## src/rtl/gpio_irq_pkg.sv

```systemverilog
// Package: shared address width and register selector codes for the
// GPIO interrupt detector. Assumes a 3-bit register address space.
package gpio_irq_pkg;
    localparam int ADDR_W = 3;

    typedef enum logic [ADDR_W-1:0] {
        SEL_KIND    = 3'd0,
        SEL_POL     = 3'd1,
        SEL_BOTH    = 3'd2,
        SEL_STATUS  = 3'd3,
        SEL_EN_SET  = 3'd4,
        SEL_EN_CLR  = 3'd5,
        SEL_EN_VIEW = 3'd6
    } reg_sel_e;
endpackage

```

## src/rtl/gpio_irq_cfg.sv

```systemverilog
// Module: configuration and enable-mask storage.
// Holds the kind, polarity and both-edges registers, which are plainly
// writable. It also holds the enable mask, which changes only through the
// set and clear addresses. Assumes one write per cycle.
module gpio_irq_cfg
    import gpio_irq_pkg::*;
#(
    parameter int NUM_PINS = 32
) (
    input  logic                clk,
    input  logic                rst_n,
    input  logic                wr_en,
    input  logic [ADDR_W-1:0]   wr_addr,
    input  logic [NUM_PINS-1:0] wr_data,
    output logic [NUM_PINS-1:0] kind_q,
    output logic [NUM_PINS-1:0] pol_q,
    output logic [NUM_PINS-1:0] both_q,
    output logic [NUM_PINS-1:0] en_q
);
    // Store the plain configuration registers on their own addresses.
    always_ff @(posedge clk) begin
        if (!rst_n) begin
            kind_q <= '0;
            pol_q  <= '0;
            both_q <= '0;
        end else if (wr_en) begin
            if (wr_addr == SEL_KIND) kind_q <= wr_data;
            if (wr_addr == SEL_POL)  pol_q  <= wr_data;
            if (wr_addr == SEL_BOTH) both_q <= wr_data;
        end
    end

    // Update the enable mask through its set-only and clear-only addresses.
    always_ff @(posedge clk) begin
        if (!rst_n) begin
            en_q <= '0;
        end else if (wr_en) begin
            if (wr_addr == SEL_EN_SET) en_q <= en_q | wr_data;
            if (wr_addr == SEL_EN_CLR) en_q <= en_q & ~wr_data;
        end
    end
endmodule

```

## src/rtl/gpio_irq_trig.sv

```systemverilog
// Module: per-pin trigger detection.
// Keeps each pin's level from the previous cycle and decides, pin by pin,
// whether the configured trigger condition holds in this cycle. Assumes
// pin_i is already synchronized to clk.
module gpio_irq_trig #(
    parameter int NUM_PINS = 32
) (
    input  logic                clk,
    input  logic                rst_n,
    input  logic [NUM_PINS-1:0] pin_i,
    input  logic [NUM_PINS-1:0] kind_i,
    input  logic [NUM_PINS-1:0] pol_i,
    input  logic [NUM_PINS-1:0] both_i,
    output logic [NUM_PINS-1:0] evt_o
);
    logic [NUM_PINS-1:0] prev_q;

    // Remember the previous pin levels for edge comparison.
    always_ff @(posedge clk) begin
        if (!rst_n) prev_q <= '0;
        else        prev_q <= pin_i;
    end

    for (genvar g = 0; g < NUM_PINS; g++) begin : g_pin
        logic rise, fall, edge_hit, level_hit;
        // Decide this pin's event from its mode bits and level history.
        always_comb begin
            rise      = pin_i[g] & ~prev_q[g];
            fall      = ~pin_i[g] & prev_q[g];
            edge_hit  = both_i[g] ? (rise | fall) : (pol_i[g] ? rise : fall);
            level_hit = pol_i[g] ? pin_i[g] : ~pin_i[g];
            evt_o[g]  = kind_i[g] ? edge_hit : level_hit;
        end
    end
endmodule

```

## src/rtl/gpio_irq_stat.sv

```systemverilog
// Module: sticky status and interrupt combine.
// Status bits set on events and clear on acknowledge. When both reach a bit
// in one cycle, the event wins. The request line is the OR of enabled
// pending bits.
module gpio_irq_stat #(
    parameter int NUM_PINS = 32
) (
    input  logic                clk,
    input  logic                rst_n,
    input  logic [NUM_PINS-1:0] evt_i,
    input  logic [NUM_PINS-1:0] ack_i,
    input  logic [NUM_PINS-1:0] en_i,
    output logic [NUM_PINS-1:0] status_q,
    output logic                irq_o
);
    // Latch events and apply acknowledges, with events taking priority.
    always_ff @(posedge clk) begin
        if (!rst_n) status_q <= '0;
        else        status_q <= (status_q & ~ack_i) | evt_i;
    end

    // Combine enabled pending bits into one request.
    always_comb begin
        irq_o = |(status_q & en_i);
    end
endmodule

```

## src/rtl/gpio_irq_detect.sv

```systemverilog
// Module: top of the GPIO interrupt detector.
// Wires configuration, trigger detection and status together. It decodes
// the acknowledge write and provides a combinational read mux. Assumes
// synchronized pin levels and a single-cycle write strobe.
module gpio_irq_detect
    import gpio_irq_pkg::*;
#(
    parameter int NUM_PINS = 32
) (
    input  logic                clk,
    input  logic                rst_n,
    input  logic [NUM_PINS-1:0] pin_i,
    input  logic                wr_en,
    input  logic [2:0]          wr_addr,
    input  logic [NUM_PINS-1:0] wr_data,
    input  logic [2:0]          rd_addr,
    output logic [NUM_PINS-1:0] rd_data,
    output logic                irq_o
);
    logic [NUM_PINS-1:0] kind_q, pol_q, both_q, en_q;
    logic [NUM_PINS-1:0] evt, ack, status_q;

    gpio_irq_cfg #(.NUM_PINS(NUM_PINS)) u_cfg (
        .clk(clk), .rst_n(rst_n), .wr_en(wr_en), .wr_addr(wr_addr),
        .wr_data(wr_data), .kind_q(kind_q), .pol_q(pol_q),
        .both_q(both_q), .en_q(en_q)
    );

    gpio_irq_trig #(.NUM_PINS(NUM_PINS)) u_trig (
        .clk(clk), .rst_n(rst_n), .pin_i(pin_i), .kind_i(kind_q),
        .pol_i(pol_q), .both_i(both_q), .evt_o(evt)
    );

    // Decode the acknowledge write into a per-pin clear vector.
    always_comb begin
        ack = (wr_en && wr_addr == SEL_STATUS) ? wr_data : '0;
    end

    gpio_irq_stat #(.NUM_PINS(NUM_PINS)) u_stat (
        .clk(clk), .rst_n(rst_n), .evt_i(evt), .ack_i(ack),
        .en_i(en_q), .status_q(status_q), .irq_o(irq_o)
    );

    // Select the register shown on the read port.
    always_comb begin
        case (rd_addr)
            SEL_KIND:    rd_data = kind_q;
            SEL_POL:     rd_data = pol_q;
            SEL_BOTH:    rd_data = both_q;
            SEL_STATUS:  rd_data = status_q;
            SEL_EN_VIEW: rd_data = en_q;
            default:     rd_data = '0;
        endcase
    end
endmodule

```

## config.mk

```make
export PLATFORM = sky130hd
export DESIGN_NAME = gpio_irq_detect
export DESIGN_NICKNAME = d
export VERILOG_FILES = /design/src/rtl/gpio_irq_pkg.sv /design/src/rtl/gpio_irq_cfg.sv /design/src/rtl/gpio_irq_trig.sv /design/src/rtl/gpio_irq_stat.sv /design/src/rtl/gpio_irq_detect.sv
export SDC_FILE = /design/constraint.sdc
export NUM_CORES = 1
export LEC_CHECK = 0
export CAP_MARGIN = 10
export CORE_ASPECT_RATIO = 0.9
export CORE_UTILIZATION = 25
export CTS_CLUSTER_DIAMETER = 120
export DETAILED_ROUTE_END_ITERATION = 8
export PLACE_DENSITY = 0.47
export SYNTH_ARGS = -nofsm -noshare
export SYNTH_HDL_FRONTEND = slang
export SYNTH_SLANG_ARGS = --single-unit
```

## constraint.sdc

```tcl
create_clock -name clk -period 1.4 [get_ports clk]
set_clock_uncertainty 0.15 [all_clocks]
set_input_delay 0.21 -clock clk [delete_from_list [all_inputs] [get_ports clk]]
set_output_delay 0.21 -clock clk [all_outputs]
set_load 0.01 [all_outputs]
```

=== After elaboration in Yosys (flattened, before gate mapping) ===
Cells that the tools add are included.

* Eq/ne operators: 9
* Multiplexer cells: 132
* Bitwise logic cells: 167
* Reductions and logical operators: 9

{| class="wikitable"
|+ Operators with widths
! cell !! number
|-
| $pmux 32 s5 || 1
|-
| $mux 1 || 128
|-
| $and 32x32->32 || 3
|-
| $mux 32 || 3
|-
| $and 1x1->1 || 64
|-
| $not 1->1 || 64
|-
| $not 32->32 || 2
|-
| $or 32x32->32 || 2
|-
| $or 1x1->1 || 32
|-
| $reduce_or 32->1 || 1
|-
| $eq 3x2->1 const B || 4
|-
| $eq 3x3->1 const B || 3
|-
| $reduce_and 2->1 || 4
|-
| $eq 3x1->1 const B || 2
|-
| $logic_not 3->1 || 2
|-
| $reduce_bool 2->1 || 1
|-
| $logic_and 1x1->1 || 1
|}

* Flip-flop bits (word level): 192
* Input bits: 73
* Output and inout port bits: 33
* Word-level logic and storage cells: 323

=== Depth between registers and ports, before layout ===
* Word-level depth: 6
* Mapped depth: 6
* Depth with buffers taken out: 5

=== Hierarchy ===
From an unflattened synthesis, not the netlist that was laid out.

* Cell total of the unflattened synthesis: 1126
* Area total of the unflattened synthesis: 10903.0 um^2

{| class="wikitable"
|+ By module, submodules not included
! module !! instances !! cells an instance !! area an instance (um^2) !! seq. area each (um^2)
|-
| gpio_irq_cfg || 1 || 495 || 5021.1 || 2562.5
|-
| gpio_irq_trig || 1 || 355 || 3334.4 || 640.6
|-
| gpio_irq_detect || 1 || 156 || 1292.5 || 0.0
|-
| gpio_irq_stat || 1 || 120 || 1255.0 || 640.6
|}

=== Worst setup path after synthesis ===
OpenSTA, ideal clock, no wires.

* Kind: in2out
* Start: input rd_addr[2]
* End: output rd_data[0]
* Arrival: 1211 ps
* Required time: 1040 ps
* Path slack: -171 ps
* Cell stages on the path: 5
* Cell sequence: buf_2 > nor2b_1 > clkbuf_1 > a22oi_1 > o22ai_1

* Longest elaborated chain between the ends: 2
* Elaborated cells between the ends (all ways): 6

{| class="wikitable"
|+ RTL lines
! item !! line !! RTL
|-
| start, declared || gpio_irq_detect.sv:16 || <nowiki>input logic [2:0] rd_addr,</nowiki>
|-
| $eq 3x3->1 (tied with other cells) || gpio_irq_detect.sv:46 || <nowiki>case (rd_addr)</nowiki>
|-
| $pmux 32 s5 (*) || gpio_irq_detect.sv:46 ||
|-
| end, declared || gpio_irq_detect.sv:17 || <nowiki>output logic [NUM_PINS-1:0] rd_data,</nowiki>
|}

Mark *: on every way between the ends. The rest lies on a longest branch, timed or not.

=== Final worst setup path ===
* Start: register u_stat.status_q[24]
* End: output irq_o

* Longest elaborated chain between the ends: 2

{| class="wikitable"
|+ RTL lines
! item !! line !! RTL
|-
| start, declared || gpio_irq_stat.sv:13 || <nowiki>output logic [NUM_PINS-1:0] status_q,</nowiki>
|-
| start signal, assigned || gpio_irq_stat.sv:19 || <nowiki>else status_q <= (status_q & ~ack_i) | evt_i;</nowiki>
|-
| $and 32x32->32 || gpio_irq_stat.sv:24 || <nowiki>irq_o = |(status_q & en_i);</nowiki>
|-
| $reduce_or 32->1 || gpio_irq_stat.sv:24 ||
|-
| end, declared || gpio_irq_detect.sv:18 || <nowiki>output logic irq_o</nowiki>
|}

Every way passes these cells.

==> results.cfg <==
[synthesis]
synth_edf_count = 0
async_flop_share_pct = 0
synthMuxAreaShare_pct = 7.28
synth_top_family_by_area = compound AO/OA/AOI/OAI gates
synthCells = 1204
synth.area.top_cells = dfxtp_1, nand2_1, ha_1
ys_seq_area_share_pct = 38.3
synth_compound_area_share_pct = 23.1
ys_warn_count = 0
synth.top_cell.area_share_pct = 38.3
synth_cell_types = 34
synth_fp_nets = 1341
ys.flop_type = dfxtp_1
synth_adder_area_share_pct = 7.98
synth-simple-area-share_pct = 13.1
synth.largest_area_cell = dfxtp_1
yosys-top-cells-count = nand2_1, dfxtp_1, a21oi_1
synth_xor_area_share_pct = 2.79
syn_area_um2 = 10000
avgSynthCellArea_um2 = 8.34
yosysMostFrequentCell = nand2_1
ys_ff_latch = 192

[drt]
drt_pass1_iterations = 5
viasPerCell = 4.71
avgRoutedWirePerCell_um = 18.0
drtAntennaViolNets = 0
first_iter_violations = 453
via_count = 9921
drc_errors = 0
routed_wl_um = 37900

[power]
p_sw_share_pct = 29.4
peakVddDrop_mv = 0.873
power.switching_uw = 3950
internal_power_uw = 9480
comb_power_share_pct = 18.2
p_clk_share_pct = 38.2
total_power_uw = 13400
p_seq_share_pct = 43.7
p_leak_uw = 0.00645
p_per_area_nw_per_um2 = 864

[final_layout]
num-fill-cells = 3976
drive_above_1_share_pct = 40.6
layout.nets = 1697
fin_area_um2 = 15500
final_core_util_pct = 39.3
antenna_cells = 0
syn_to_final_growth_pct = 54.8

[floorplanning]
initial_core_util_pct = 25.4
row_count = 69
die_w_um = 213
core_area_um2 = 39500
dieArea_um2 = 40900
fp.dieH_um = 192
io_pins = 106

[place]
place.detailed.hpwl_um = 26400
placement.cell_area_um2 = 14200
place_congestion = 0.820
io_buffers = 105
dp_slack_ns = -0.977

[global_route]
track_usage_pct = 18.8
grt_pass1_vias = 9710
grt_pass1_wl_um = 57400
grt_start_max_net_pins = 39
antenna_found_initial = 0
gr-total-overflow = 0

[worst_setup_path]
end_kind = primary output
r2r_end = u_stat.status_q[3]
crit_family = simple AND/OR/NAND/NOR gates
reg2reg_depth = 5
r2r_start = u_trig.prev_q[3]
cp.arrival_ns = 1.86
cp_cell_sequence = a22oi_1, nand4_1, or4_4, buf_6
worstPathRequired_ns = 1.04
cpPeakStageDelay_ns = 0.57
critPathLaunchType = register
path_buf_inv = 1
crit_type = register to primary output
timing.reg2reg.setup_slack_ns = -0.03
slowest_stage = or4_4
cp_max_fo = 3

[hold_path]
min_from = pin_i[20]
holdPathEnd = u_trig.prev_q[20]
min_path_type = input port to register
whs_path_depth = 4

[clocking]
cts_root_buffer = clkbuf_16
cts_tree = yes
clk_pin_slew_ns = 0.07
cts-htree-levels = 4
cts_buffer_depth = 2
insertion_delay_ns = 0.45
cts_buffers = 17
cts.sinks = 192

[status]
status = complete, but fails checks
violations = setup timing

[timing]
max_freq_ghz = 0.450
rsz0062_at_grt = yes
setup_viol = 34
period_minus_slack_ns = 2.22
min_period_over_period_pct = 159
relSlewSlack_pct = 72.4
holdWs_ns = 0.00138
hold_viol_final = 0
final.setup.worst_slack_ns = -0.824
maxSlewViolCount = 0
worst_slew_pin_slew_ns = 0.414

[job]
maxCapViolations = 0
area by class of cell:
cell class              count  area [µm²]  share of cell area, %
multi-input cells         833        6280                   40.4
flip-flops and latches    192        3920                   25.2
repair buffers            418        3700                   23.8
well taps                 532         666                   4.29
clock buffers              17         425                   2.74
inverters                  98         374                   2.41
clock inverters            15         170                   1.10
per-stage QoR:
step	TNS, ns	instances
5_1_grt	-15.58	2105
3_3_place_gp	-118.38	2054
3_5_place_dp	-120.32	2054
6_report	-13.34	2105
2_1_floorplan	-0.0765	1204
4_1_cts	-14.09	2100
how the worst max path moves through the flow:
| stage | start | to | slack [ns] | cells after the start |
|---|---|---|---|---|
| 2_1_floorplan | u_stat.status_q[17] | irq_o | -0.07 | 3 |
| 3_3_place_gp | rd_addr[1] | rd_data[1] | -0.97 | 6 |
| 3_5_place_dp | rd_addr[1] | rd_data[1] | -0.98 | 6 |
| 4_1_cts | register | irq_o | -0.84 | 4 |
| 5_1_grt | register | irq_o | -0.88 | 4 |
| 6_report | u_stat.status_q[24] | irq_o | -0.82 | 4 |
worst reg2reg max path, stage by stage, from the launching register on:
cell,delay [ns]
dfxtp_2,0.34
inv_2,0.04
ha_4,0.14
mux2_4,0.25
o211ai_1,0.27
a31oi_1,0.12
placed cells by master, fill, tap and decap left out, drive strengths merged, types with 2 or more instances in the layout:
cell	synthesis	layout
clkbuf	41	17
a22oi	78	78
dlygate4sd3	0	5
o21ai	32	32
nor2b	3	3
a31oi	32	32
nand4bb	2	2
dlymetal6s2s	0	22
ha	64	64
xnor2	32	32
a21oi	129	129
mux2	64	64
nand4	4	4
dlygate4sd2	0	8
nor2	32	32
nand2	224	224
clkdlybuf4s50	0	39
clkinv	0	5
buf	40	343
dfxtp	192	192
nand2b	32	32
o211ai	32	32
inv	98	106
a311oi	32	32
o22ai	31	31
power groups by stage:
stage	logic, µW	registers, µW	clock network, µW
5_1_grt	2650	5890	5460
6_report	2440	5860	5120
3_5_place_dp	2260	5960	0
2_1_floorplan	962	5930	0
4_1_cts	2390	5850	5240
3_3_place_gp	2240	5950	0
repair_timing:
item | 4_1_cts | 5_1_grt
pin swaps | 20 | 47
gates cloned | 3 | 0
setup endpoints to repair | 168 | 75
hold endpoints to repair | 0 | 5
gates resized for setup | 220 | 135
setup buffers | 13 | 1
hold buffers | 0 | 5
cells by family after synthesis:
kind of cell / Yosys count
compound gates: 367
simple gates: 305
flops: 192
buf+inv: 179
mux: 65
fa+ha+maj: 64
xor+xnor: 32
routing by layer:
metal,up-vias,routed length [µm],GRT usage [%]
met5,-,0,0
met3,48,1420,2.80
met2,203,17500,30.3
met4,0,1050,6.68
li1,4935,-,-
met1,4735,17900,25.4
(Power assumes the default switching activity.)
